--- config.mk ---
export PLATFORM = sky130hd
export DESIGN_NAME = comp_drive_sel
export DESIGN_NICKNAME = d
export VERILOG_FILES = /design/src/rtl/comp_sel_pkg.sv /design/src/rtl/comp_sel_softstart.sv /design/src/rtl/comp_sel_fastresp.sv /design/src/rtl/comp_sel_ovsink.sv /design/src/rtl/comp_sel_arb.sv /design/src/rtl/comp_drive_sel.sv
export SDC_FILE = /design/constraint.sdc
export NUM_CORES = 1
export LEC_CHECK = 0
export BUFFER_PORTS_ARGS = -buffer_cell sky130_fd_sc_hd__buf_2
export CAP_MARGIN = 20
export CORE_AREA = 4 4 41 43
export CTS_CLUSTER_SIZE = 20
export DETAILED_ROUTE_END_ITERATION = 7
export DIE_AREA = 0 0 45 47
export PLACE_DENSITY = 0.64
export SLEW_MARGIN = 10
export SYNTH_ARGS = -nofsm -noshare
export SYNTH_HDL_FRONTEND = slang
export SYNTH_SLANG_ARGS = --single-unit
--- constraint.sdc ---
create_clock -name clk -period 1.19 [get_ports clk]
set_clock_uncertainty 0.15 [all_clocks]
set_input_delay 0.0595 -clock clk [delete_from_list [all_inputs] [get_ports clk]]
set_output_delay 0.0595 -clock clk [all_outputs]
set_load 0.005 [all_outputs]
--- src/rtl/comp_sel_pkg.sv ---
package comp_sel_pkg;
  localparam int unsigned MODE_N   = 4;
  localparam int unsigned B_NORM   = 0;
  localparam int unsigned B_SLOW   = 1;
  localparam int unsigned B_FAST   = 2;
  localparam int unsigned B_SINK   = 3;
  typedef logic [MODE_N-1:0] mode_oh_t;
  localparam mode_oh_t M_NORM = mode_oh_t'(1) << B_NORM;
  localparam mode_oh_t M_SLOW = mode_oh_t'(1) << B_SLOW;
  localparam mode_oh_t M_FAST = mode_oh_t'(1) << B_FAST;
  localparam mode_oh_t M_SINK = mode_oh_t'(1) << B_SINK;
endpackage

--- src/rtl/comp_sel_softstart.sv ---
module comp_sel_softstart #(
  parameter int unsigned W        = 8,
  parameter int unsigned REF_CODE = 179
) (
  input  logic         clk,
  input  logic         rst_n,
  input  logic         run,
  input  logic [W-1:0] fb,
  output logic         ss_next
);
  localparam logic [W-1:0] REF_W = W'(REF_CODE);
  logic done_q, done_n;

  always_comb begin
    if (!run) done_n = 1'b0;
    else      done_n = done_q | (fb >= REF_W);
    ss_next = run & ~done_n;
  end

  always_ff @(posedge clk or negedge rst_n)
    if (!rst_n) done_q <= 1'b0;
    else        done_q <= done_n;

  // soft-start progress forgotten after run low
  p_ss_clear_r2: assert property (@(posedge clk) disable iff (!rst_n)
    !run |=> !done_q);
endmodule

--- src/rtl/comp_sel_fastresp.sv ---
module comp_sel_fastresp #(
  parameter int unsigned W         = 8,
  parameter int unsigned ARM_CODE  = 174,
  parameter int unsigned ACT_CODE  = 164,
  parameter int unsigned DONE_CODE = 164
) (
  input  logic         clk,
  input  logic         rst_n,
  input  logic         run,
  input  logic [W-1:0] fb,
  input  logic [W-1:0] comp,
  output logic         fast_next
);
  localparam logic [W-1:0] ARM_W  = W'(ARM_CODE);
  localparam logic [W-1:0] ACT_W  = W'(ACT_CODE);
  localparam logic [W-1:0] DONE_W = W'(DONE_CODE);

  logic armed_q, armed_n, on_q, on_n, fire, reached;

  always_comb begin
    reached = (comp >= DONE_W);
    fire    = run & armed_q & (fb <= ACT_W) & ~reached;
    if (!run)            armed_n = 1'b0;
    else if (fire)       armed_n = 1'b0;
    else if (fb >= ARM_W) armed_n = 1'b1;
    else                 armed_n = armed_q;
    if (!run)               on_n = 1'b0;
    else if (on_q & reached) on_n = 1'b0;
    else if (fire)          on_n = 1'b1;
    else                    on_n = on_q;
    fast_next = on_n;
  end

  always_ff @(posedge clk or negedge rst_n)
    if (!rst_n) begin
      armed_q <= 1'b0;
      on_q    <= 1'b0;
    end else begin
      armed_q <= armed_n;
      on_q    <= on_n;
    end

  // fast source only starts from an armed state
  p_fire_needs_arm_r5: assert property (@(posedge clk) disable iff (!rst_n)
    $rose(on_q) |-> $past(armed_q));
  // run low drops the arming
  p_arm_clear_r4: assert property (@(posedge clk) disable iff (!rst_n)
    !run |=> !armed_q);
  // fast source released once comp target reached
  p_fast_release_r6: assert property (@(posedge clk) disable iff (!rst_n)
    (on_q && comp >= DONE_W) |=> !on_q);
endmodule

--- src/rtl/comp_sel_ovsink.sv ---
module comp_sel_ovsink #(
  parameter int unsigned W         = 8,
  parameter int unsigned SOVP_CODE = 188,
  parameter int unsigned REL_CODE  = 184
) (
  input  logic         clk,
  input  logic         rst_n,
  input  logic         run,
  input  logic [W-1:0] fb,
  output logic         sink_next
);
  localparam logic [W-1:0] SET_W = W'(SOVP_CODE);
  localparam logic [W-1:0] REL_W = W'(REL_CODE);
  logic sink_q, sink_n;

  always_comb begin
    if (!run)            sink_n = 1'b0;
    else if (fb >= SET_W) sink_n = 1'b1;
    else if (fb <= REL_W) sink_n = 1'b0;
    else                 sink_n = sink_q;
    sink_next = sink_n;
  end

  always_ff @(posedge clk or negedge rst_n)
    if (!rst_n) sink_q <= 1'b0;
    else        sink_q <= sink_n;

  // sink latches at the set threshold
  p_sink_set_r7: assert property (@(posedge clk) disable iff (!rst_n)
    (run && fb >= SET_W) |=> sink_q);
  // sink holds inside the hysteresis band
  p_sink_hold_r7: assert property (@(posedge clk) disable iff (!rst_n)
    (run && sink_q && fb > REL_W) |=> sink_q);
endmodule

--- src/rtl/comp_sel_arb.sv ---
module comp_sel_arb
  import comp_sel_pkg::*;
(
  input  logic     clk,
  input  logic     rst_n,
  input  logic     run,
  input  logic     prot,
  input  logic     sink_req,
  input  logic     fast_req,
  input  logic     slow_req,
  output mode_oh_t mode
);
  mode_oh_t mode_n, mode_q;

  always_comb begin
    if (prot)          mode_n = M_SINK;
    else if (!run)     mode_n = M_NORM;
    else if (sink_req) mode_n = M_SINK;
    else if (fast_req) mode_n = M_FAST;
    else if (slow_req) mode_n = M_SLOW;
    else               mode_n = M_NORM;
  end

  always_ff @(posedge clk or negedge rst_n)
    if (!rst_n) mode_q <= M_NORM;
    else        mode_q <= mode_n;

  assign mode = mode_q;

  // one enable at a time
  p_onehot_r1: assert property (@(posedge clk) disable iff (!rst_n)
    $countones(mode_q) == 1);
  // protection forces the sink
  p_prot_sink_r8: assert property (@(posedge clk) disable iff (!rst_n)
    prot |=> mode_q[B_SINK]);
  // idle means normal drive
  p_idle_norm_r2: assert property (@(posedge clk) disable iff (!rst_n)
    (!run && !prot) |=> mode_q[B_NORM]);
  // fast request loses only to the sink
  p_fast_prio_r9: assert property (@(posedge clk) disable iff (!rst_n)
    (run && fast_req && !sink_req && !prot) |=> mode_q[B_FAST]);
endmodule

--- src/rtl/comp_drive_sel.sv ---
module comp_drive_sel
  import comp_sel_pkg::*;
#(
  parameter int unsigned W         = 8,
  parameter int unsigned REF_CODE  = 179,
  parameter int unsigned ARM_CODE  = 174,
  parameter int unsigned ACT_CODE  = 164,
  parameter int unsigned DONE_CODE = 164,
  parameter int unsigned SOVP_CODE = 188,
  parameter int unsigned REL_CODE  = 184
) (
  input  logic         clk,
  input  logic         rst_n,
  input  logic         run_i,
  input  logic         prot_i,
  input  logic [W-1:0] fb_code_i,
  input  logic [W-1:0] comp_code_i,
  output logic         en_norm_o,
  output logic         en_src_slow_o,
  output logic         en_src_fast_o,
  output logic         en_sink_o
);
  logic     ss_next, fast_next, sink_next;
  mode_oh_t mode;

  comp_sel_softstart #(.W(W), .REF_CODE(REF_CODE)) u_ss (
    .clk(clk), .rst_n(rst_n), .run(run_i), .fb(fb_code_i), .ss_next(ss_next));

  comp_sel_fastresp #(.W(W), .ARM_CODE(ARM_CODE), .ACT_CODE(ACT_CODE),
                      .DONE_CODE(DONE_CODE)) u_fast (
    .clk(clk), .rst_n(rst_n), .run(run_i), .fb(fb_code_i),
    .comp(comp_code_i), .fast_next(fast_next));

  comp_sel_ovsink #(.W(W), .SOVP_CODE(SOVP_CODE), .REL_CODE(REL_CODE)) u_ov (
    .clk(clk), .rst_n(rst_n), .run(run_i), .fb(fb_code_i),
    .sink_next(sink_next));

  comp_sel_arb u_arb (
    .clk(clk), .rst_n(rst_n), .run(run_i), .prot(prot_i),
    .sink_req(sink_next), .fast_req(fast_next), .slow_req(ss_next),
    .mode(mode));

  assign en_norm_o     = mode[B_NORM];
  assign en_src_slow_o = mode[B_SLOW];
  assign en_src_fast_o = mode[B_FAST];
  assign en_sink_o     = mode[B_SINK];
endmodule

==> qor.txt, run 1 <==
status: complete, but fails checks
violated checks: negative hold slack, negative setup slack
vias in the first global route: 442
syn_nets: 60
maxcap violations: 0
top cells by area, synth: dfrtp_1, dfstp_2, nor4_4
post-layout min period: 1340 ps
worst-path cell chain: o211a_1 -> o311ai_2 -> buf_4 -> nand3b_1 -> nor3_1
startpoint types: flop
maximum VDD drop: 0.000794 V
Worst R2R Setup Slack: -150 ps
FF-to-FF path depth: 5
wire length per cell: 11.8 µm
grt ovf: 0
synth unique cells: 27
worst-path maximum fanout: 3
Root Buffer: clkbuf_4
Tightest Pin Transition: 357 ps
crit path kind: flop to flop
Placed Area: 616 µm²
Bufs on Longest Clock Path: 2
RSZ-0062 raised after global routing: yes
Post-synth top cells: dfrtp_1, and2_1, nor2_1
Final Util: 54.2%
WP data required: 1200 ps
post-synthesis sequential area ratio: 45.1%
Die Height: 47 µm
Final Cell Area: 706 µm²
reg2reg end: u_arb.mode[1]
CP delay by family, top: compound AO/OA/AOI/OAI gates
Seq cells post-synth: 8
DRC violations left: 0
Slowest cell on crit path: dfrtp_1
CP Capture Type: flop
most common cell in the synthesized netlist: dfrtp_1
Worst-path clk slew: 50 ps
Starting Density: 34.3%
core area: 1300 µm²
routability cong.: 0.725
DP HPWL: 851 µm
crit path from: u_ov.sink_q
final setup vio count: 5
Slew HR: 75.9%
Final Max Tran Viols: 0
die area: 2120 µm²
Top FF cell, synth: dfrtp_1
IO Pins: 24
NumNets Final: 97
router iterations before antenna repair: 2
Mean Syn Cell Area: 11.2 µm²
worst path bufs/invs: 1
critical path's largest stage delay: 360 ps
FF-to-FF Start: u_ov.sink_q
largest net degree at the start of global routing: 9
Via Count: 449
final setup TNS: -546 ps
Pwr Density: 941 nW/µm²
Post-synth EDFFs: 0
pre-CTS WS: -230 ps
Final Hold Vio Count: 1
Mapped Area: 447 µm²
asr flop ratio synth: 100%
clock buffer count from CTS: 3
post-route clock period utilization: 112%
fraction of layout cells with a size suffix above 1: 50.0%
initial antenna violation count: 0
antenna fix cells: 0
# H-tree levels: 1
final wirelength: 1.07 mm
synth warn: 0
Total GRT Usage: 11.9%
Hold WS: -3.92 ps
hold crit path type: input port to flop
Final ANT Viol Nets: 0
Clk Latency, worst-skew pair: 250 ps
CTS tree: built
fillers: 132
setup ws final: -146 ps
worst setup path endpoint: u_arb.mode[1]
synth-to-layout area growth: 58.0%
port bufs: 21
leakage: 0.353 nW
leading area contributor after synthesis: dfrtp_1
via density per instance: 4.93
top cell type's share of synthesized area: 39.2%
first-pass GRT wire length: 1.77 mm
Max Freq: 0.749 GHz
CTS sink count: 8
synthesized instance count: 40
die width: 45 µm
WP data arrival: 1350 ps
Crit path depth: 5
DRT iter0 DRCs: 1
Rows: 13
==> worst min path at each step <==
stage	startpoint	end	slack, ps	depth (start not counted)
after floorplan	rst_n	u_arb.mode[1]	-390	0
after global placement	rst_n	u_arb.mode[3]	-240	1
after detailed placement	rst_n	u_arb.mode[3]	-240	1
after CTS	fb_code_i[4]	u_fast.armed_q	-10	4
after global routing	fb_code_i[4]	u_fast.armed_q	20	4
final	fb_code_i[4]	u_fast.armed_q	-4	4
==> routing by layer <==
metal  vias up  global-route usage [%]  share of wire, %
met5         -                       0                 0
met4         0                    5.26              0.84
met3         2                    3.83               6.5
met2        11                    20.6                53
met1       204                    13.3                40
li1        232                       -                 -
==> report_power, final <==
part	switching, W	leakage, nW	internal [W]
sequential	0.00000384	0.103	0.000290
combinational	0.0000761	0.235	0.0000830
clock	0.0000833	0.0150	0.000128
==> worst min-delay path, stage by stage <==
cell and delay [ps]:
buf_2 90, o41ai_1 80, o31ai_2 60, a21boi_1 60
==> cell families after synthesis <==
kind of cell | share of synthesized area, %
and+or+nand+nor | 23.5
AOI/OAI and AO/OA | 29.7
DFF | 45.1
buffers and inverters | 1.68
==> cell usage in the layout, fill, tap and decap left out, types with 2 or more instances in the layout <==
cell	n
dfrtp_1	7
nand3b_1	2
buf_4	7
buf_2	21
nand2_1	2
and2_1	3
clkbuf_4	3
nor2_1	3
nor3_1	2
dlygate4sd3_1	4
==> timing repair <==
item / 4_1_cts / 5_1_grt
hold buffers: 4 / 0
gates resized for setup: 2 / 1
endpoints found under the hold margin: 12 / 0
buffers inserted: 1 / 0
endpoints found under the setup margin: 5 / 7
pin swaps: 2 / 0
==> flip-flops by register name (all words and copies together), names as in the netlist <==
register and flops:
u_arb.mode 4, u_fast.armed_q 1, u_fast.on_q 1, u_ov.sink_q 1, u_ss.done_q 1
==> stage by stage <==
stage                     power (W)  cells
after floorplan            0.000353     40
after global placement     0.000437     82
after detailed placement   0.000439     82
after CTS                  0.000678     91
after global routing       0.000712     91
final                      0.000664     91
==> cell type report <==
type	instances	area (µm²)	area share (%)
sequential	8	201	28.5
inverter	2	7.51	1.06
clock buffer	4	26.3	3.72
timing repair buffer	32	198	28.0
tap	15	18.8	2.66
multi-input combinational	30	254	36.0
Note: power is estimated with default switching activity, not from simulation.
==> inputs of run 2 (changes only) <==
--- a/config.mk
+++ b/config.mk
@@ -12,6 +12,7 @@
 export DETAILED_ROUTE_END_ITERATION = 7
 export DIE_AREA = 0 0 45 47
 export PLACE_DENSITY = 0.64
+export SKIP_CTS_REPAIR_TIMING = 1
 export SLEW_MARGIN = 10
 export SYNTH_ARGS = -nofsm -noshare
 export SYNTH_HDL_FRONTEND = slang
==> qor.txt, run 2 (synthesis results as in run 1) <==
worst hold endpoint: u_ov.sink_q
Hold Path Depth: 3
crit path kind: flop to flop
Starting Density: 34.3%
Worst-path clk slew: 60 ps
synth-to-layout area growth: 59.1%
setup ws final: -138 ps
Clk Latency, worst-skew pair: 250 ps
Final Max Tran Viols: 0
router iterations before antenna repair: 1
Rows: 13
port bufs: 21
Tightest Pin Transition: 357 ps
initial antenna violation count: 0
routability cong.: 0.725
Worst R2R Setup Slack: -140 ps
hold crit path type: input port to flop
CTS tree: built
largest net degree at the start of global routing: 9
wire length per cell: 11.8 µm
first-pass GRT wire length: 1.59 mm
worst-path maximum fanout: 3
Hold WS: -12.9 ps
post-route clock period utilization: 112%
violated checks: negative hold slack, negative setup slack
Placed Cells: 82
maximum VDD drop: 0.000799 V
Placed Area: 616 µm²
final setup vio count: 4
DRT iter0 DRCs: 0
most frequent cells in the layout: buf_2, dfrtp_1, buf_4, dlygate4sd3_1
Final Hold Vio Count: 2
via density per instance: 4.97
Root Buffer: clkbuf_4
die width: 45 µm
Final Cell Area: 711 µm²
DRC violations left: 0
CP Capture Type: flop
FF-to-FF path depth: 5
reg2reg end: u_arb.mode[1]
Pwr Density: 942 nW/µm²
Slew HR: 75.9%
WP data arrival: 1340 ps
clock share of power: 32.0%
pre-CTS WS: -230 ps
leakage: 0.352 nW
startpoint types: flop
die area: 2120 µm²
Bufs on Longest Clock Path: 2
FF-to-FF Start: u_ov.sink_q
status: complete, but fails checks
RSZ-0062 raised after global routing: yes
Sw Pwr: 0.000166 W
fraction of layout cells with a size suffix above 1: 49.3%
Final Power: 0.000669 W
most common library cell in the layout ignoring fill and taps: buf_2
Comb pwr share: 24.1%
grt ovf: 0
Power Internal: 0.000504 W
Total GRT Usage: 10.6%
Die Height: 47 µm
post-layout min period: 1330 ps
DP HPWL: 851 µm
sequential share of power: 43.9%
clock buffer count from CTS: 3
final wirelength: 1.06 mm
IO Pins: 24
# H-tree levels: 1
fillers: 131
Final ANT Viol Nets: 0
vias in the first global route: 397
fin cells: 90
antenna fix cells: 0
CTS sink count: 8
min-delay src: run_i
maxcap violations: 0
switching share of power: 24.8%
core area: 1300 µm²
Max Freq: 0.753 GHz
flip-flop count of the largest register after layout: 4
WP data required: 1210 ps
NumNets Final: 96
Via Count: 447
-- run 2: worst max path at each step --
stage          cells past startpoint  slack (ps)      startpoint            end
4_1_cts                            3        -170  u_fast.armed_q  u_arb.mode[2]
3_5_place_dp                       5        -230  comp_code_i[4]  u_arb.mode[2]
3_3_place_gp                       5        -210  comp_code_i[4]  u_arb.mode[2]
2_1_floorplan                      4         -90     u_ov.sink_q  u_arb.mode[3]
6_report                           5        -140     u_ov.sink_q  u_arb.mode[1]
5_1_grt                            5        -210     u_ov.sink_q  u_arb.mode[0]
-- run 2: layer usage --
layer	GRT usage (%)	wire length [µm]	up-vias	part of all wire (%)
li1	-	-	230	-
met4	5.26	8	0	0.75
met5	0	0	-	0
met3	3.83	77	2	7.3
met2	16.7	546	13	52
met1	12.9	427	202	40
-- run 2: power groups by stage --
stage	Combinational (W)	Sequential, W	Clock (W)
6_report	0.000161	0.000294	0.000214
5_1_grt	0.000180	0.000295	0.000239
4_1_cts	0.000141	0.000293	0.000224
3_5_place_dp	0.000141	0.000298	0
3_3_place_gp	0.000138	0.000298	0
2_1_floorplan	0.0000536	0.000300	0
-- run 2: metrics by stage --
| stage | setup TNS (ps) | utilization (%) |
|---|---|---|
| 6_report | -488 | 54.6 |
| 5_1_grt | -826 | 54.6 |
| 4_1_cts | -659 | 49.3 |
| 3_5_place_dp | -875 | 47.3 |
| 3_3_place_gp | -795 | 47.3 |
| 2_1_floorplan | -160 | - |
-- run 2: cell type report --
type / instances / area [µm²] / area share, %
Clock buffer: 4 / 26.3 / 3.70
Tap cell: 15 / 18.8 / 2.64
Inverter: 2 / 7.51 / 1.06
Timing Repair Buffer: 31 / 203 / 28.5
Multi-Input combinational cell: 30 / 254 / 35.7
Sequential cell: 8 / 201 / 28.3
-- run 2: worst max-delay path, cell delays in order, from the launching register on --
cell	delay, ps
dfrtp_1	360
o211a_1	130
o311ai_2	240
buf_4	170
nand3b_1	70
nor3_1	130
==> inputs of run 3 (changes only) <==
--- a/config.mk
+++ b/config.mk
@@ -5,13 +5,14 @@
 export SDC_FILE = /design/constraint.sdc
 export NUM_CORES = 1
 export LEC_CHECK = 0
+export ABC_AREA = 1
 export BUFFER_PORTS_ARGS = -buffer_cell sky130_fd_sc_hd__buf_2
 export CAP_MARGIN = 20
-export CORE_AREA = 4 4 41 43
+export CORE_MARGIN = 4
+export CORE_UTILIZATION = 39
 export CTS_CLUSTER_SIZE = 20
 export DETAILED_ROUTE_END_ITERATION = 7
-export DIE_AREA = 0 0 45 47
-export PLACE_DENSITY = 0.64
+export PLACE_DENSITY = 0.7
 export SKIP_CTS_REPAIR_TIMING = 1
 export SLEW_MARGIN = 10
 export SYNTH_ARGS = -nofsm -noshare
==> qor.txt, run 3 <==
status: complete, no violations
flip-flop count of the largest register after layout: 4
Tightest Pin Transition: 200 ps
maxcap violations: 0
Hold WS: 23.3 ps
wire length per cell: 10.6 µm
Bufs on Longest Clock Path: 2
asr flop ratio synth: 100%
port bufs: 21
hold crit path type: input port to async pin
synth warn: 0
crit path from: u_ov.sink_q
Top Metal Used: met4
Final Hold Vio Count: 0
CP delay by family, top: simple AND/OR/NAND/NOR gates
startpoint types: flop
Root Buffer: clkbuf_4
FF-to-FF Start: u_ov.sink_q
synth unique cells: 18
met2 wire len: 659 µm
first-pass GRT wire length: 2.01 mm
worst-path maximum fanout: 3
clock buffer count from CTS: 3
vias in the first global route: 515
leading area contributor after synthesis: dfrtp_1
Max Freq: 0.934 GHz
router iterations before antenna repair: 4
CTS tree: built
final setup vio count: 0
Mapped Area: 518 µm²
Post-synth EDFFs: 0
Worst-path clk slew: 60 ps
Via Count: 538
grt ovf: 0
final setup TNS: 0 ps
crit path kind: flop to flop
CP most frequent cell: nand3_1
multi-input logic area: 259 µm²
DRC violations left: 0
Rows: 12
Final Max Tran Viols: 0
most frequent cells in the layout: nand2_1, buf_2, inv_1, nor2_1, dfrtp_1
Post-synth top cells: nand2_1, inv_1, nor2_1
Slew HR: 86.6%
CP Capture Type: flop
FF/Latch Area: 201 µm²
reg2reg end: u_arb.mode[0]
most common cell in the synthesized netlist: nand2_1
DP HPWL: 989 µm
Clk Latency, worst-skew pair: 260 ps
initial antenna violation count: 0
routability cong.: 0.761
Starting Density: 44.2%
Seq cells post-synth: 8
Pwr Density: 950 nW/µm²
antenna fix cells: 0
maximum VDD drop: 0.000540 V
top cells by area, synth: dfrtp_1, nand2_1, inv_1
RSZ-0062 raised after global routing: no
largest net degree at the start of global routing: 9
die width: 44.4 µm
critical path's largest stage delay: 360 ps
Mean Syn Cell Area: 7.00 µm²
Top FF cell, synth: dfrtp_1
worst-path cell chain: nand3_1 -> nand2_1 -> nand3_1 -> nand3_2 -> a21oi_2
synthesized instance count: 74
Die Height: 44.4 µm
leakage: 0.430 nW
Final ANT Viol Nets: 0
top cell type's share of synthesized area: 33.8%
met3 WL: 64 µm
WP data arrival: 1100 ps
Slowest cell on crit path: dfrtp_1
Worst R2R Setup Slack: 120 ps
fraction of layout cells with a size suffix above 1: 34.0%
WP data required: 1220 ps
syn_nets: 94
fillers: 116
Total GRT Usage: 13.7%
post-synthesis sequential area ratio: 38.9%
post-layout min period: 1070 ps
worst path bufs/invs: 0
die area: 1980 µm²
NumNets Final: 124
final wirelength: 1.24 mm
CTS sink count: 8
DRT iter0 DRCs: 4
routed length on met1: 503 µm
# H-tree levels: 1
post-route clock period utilization: 90.0%
via density per instance: 4.60
IO Pins: 24
synth-to-layout area growth: 37.4%
core area: 1170 µm²
FF-to-FF path depth: 5
## run 3: cell types whose count changed after synthesis, moves of 3 or more
cell,previous run,this run
nand4_1,0,3
nand2_2,0,4
nand3_1,1,4
nor2_1,3,8
nand2_1,2,21
and2_1,3,0
inv_1,1,14
## run 3: worst max-delay path by stage
stage / to / slack [ps] / cells after the start
3_5_place_dp: u_fast.on_q / 30 / 9
3_3_place_gp: u_arb.mode[2] / 60 / 9
6_report: u_arb.mode[0] / 120 / 5
2_1_floorplan: u_arb.mode[0] / 230 / 5
4_1_cts: u_arb.mode[0] / 100 / 5
5_1_grt: u_arb.mode[2] / 20 / 6
## run 3: layout make-up
cell class / count / area share, %
Timing Repair Buffer: 26 / 21.8
Multi-Input combinational cell: 51 / 36.4
Clock buffer: 4 / 3.69
Inverter: 14 / 7.38
Tap cell: 14 / 2.46
Sequential cell: 8 / 28.3
## run 3: power by group
| group | internal (W) | switching (W) | leakage [nW] |
|---|---|---|---|
| Clock | 0.000128 | 0.0000940 | 0.0150 |
| Combinational | 0.0000706 | 0.0000872 | 0.312 |
| Sequential | 0.000291 | 0.00000529 | 0.103 |
## run 3: cell families after synthesis
group	Yosys count	share of synthesized area, %
AOI/OAI and AO/OA	4	5.80
buffers and inverters	15	11.1
DFF	8	38.9
and+or+nand+nor	47	44.2
## run 3: per-stage QoR
stage          util (%)  total power, W  area, µm²  setup slack [ps]  std cells
2_1_floorplan         -        0.000383        518               230         74
3_3_place_gp       54.3        0.000438        636              56.8        108
3_5_place_dp       54.3        0.000446        636              31.1        108
4_1_cts            56.5        0.000673        662               104        112
5_1_grt            60.8        0.000726        712              21.2        117
6_report           60.8        0.000677        712               119        117
## run 3: per-layer routing
layer / vias to the layer above / GRT usage [%]
met5: - / 0
met2: 12 / 25.9
met3: 2 / 3.66
li1: 284 / -
met4: 0 / 3.61
met1: 240 / 14.7
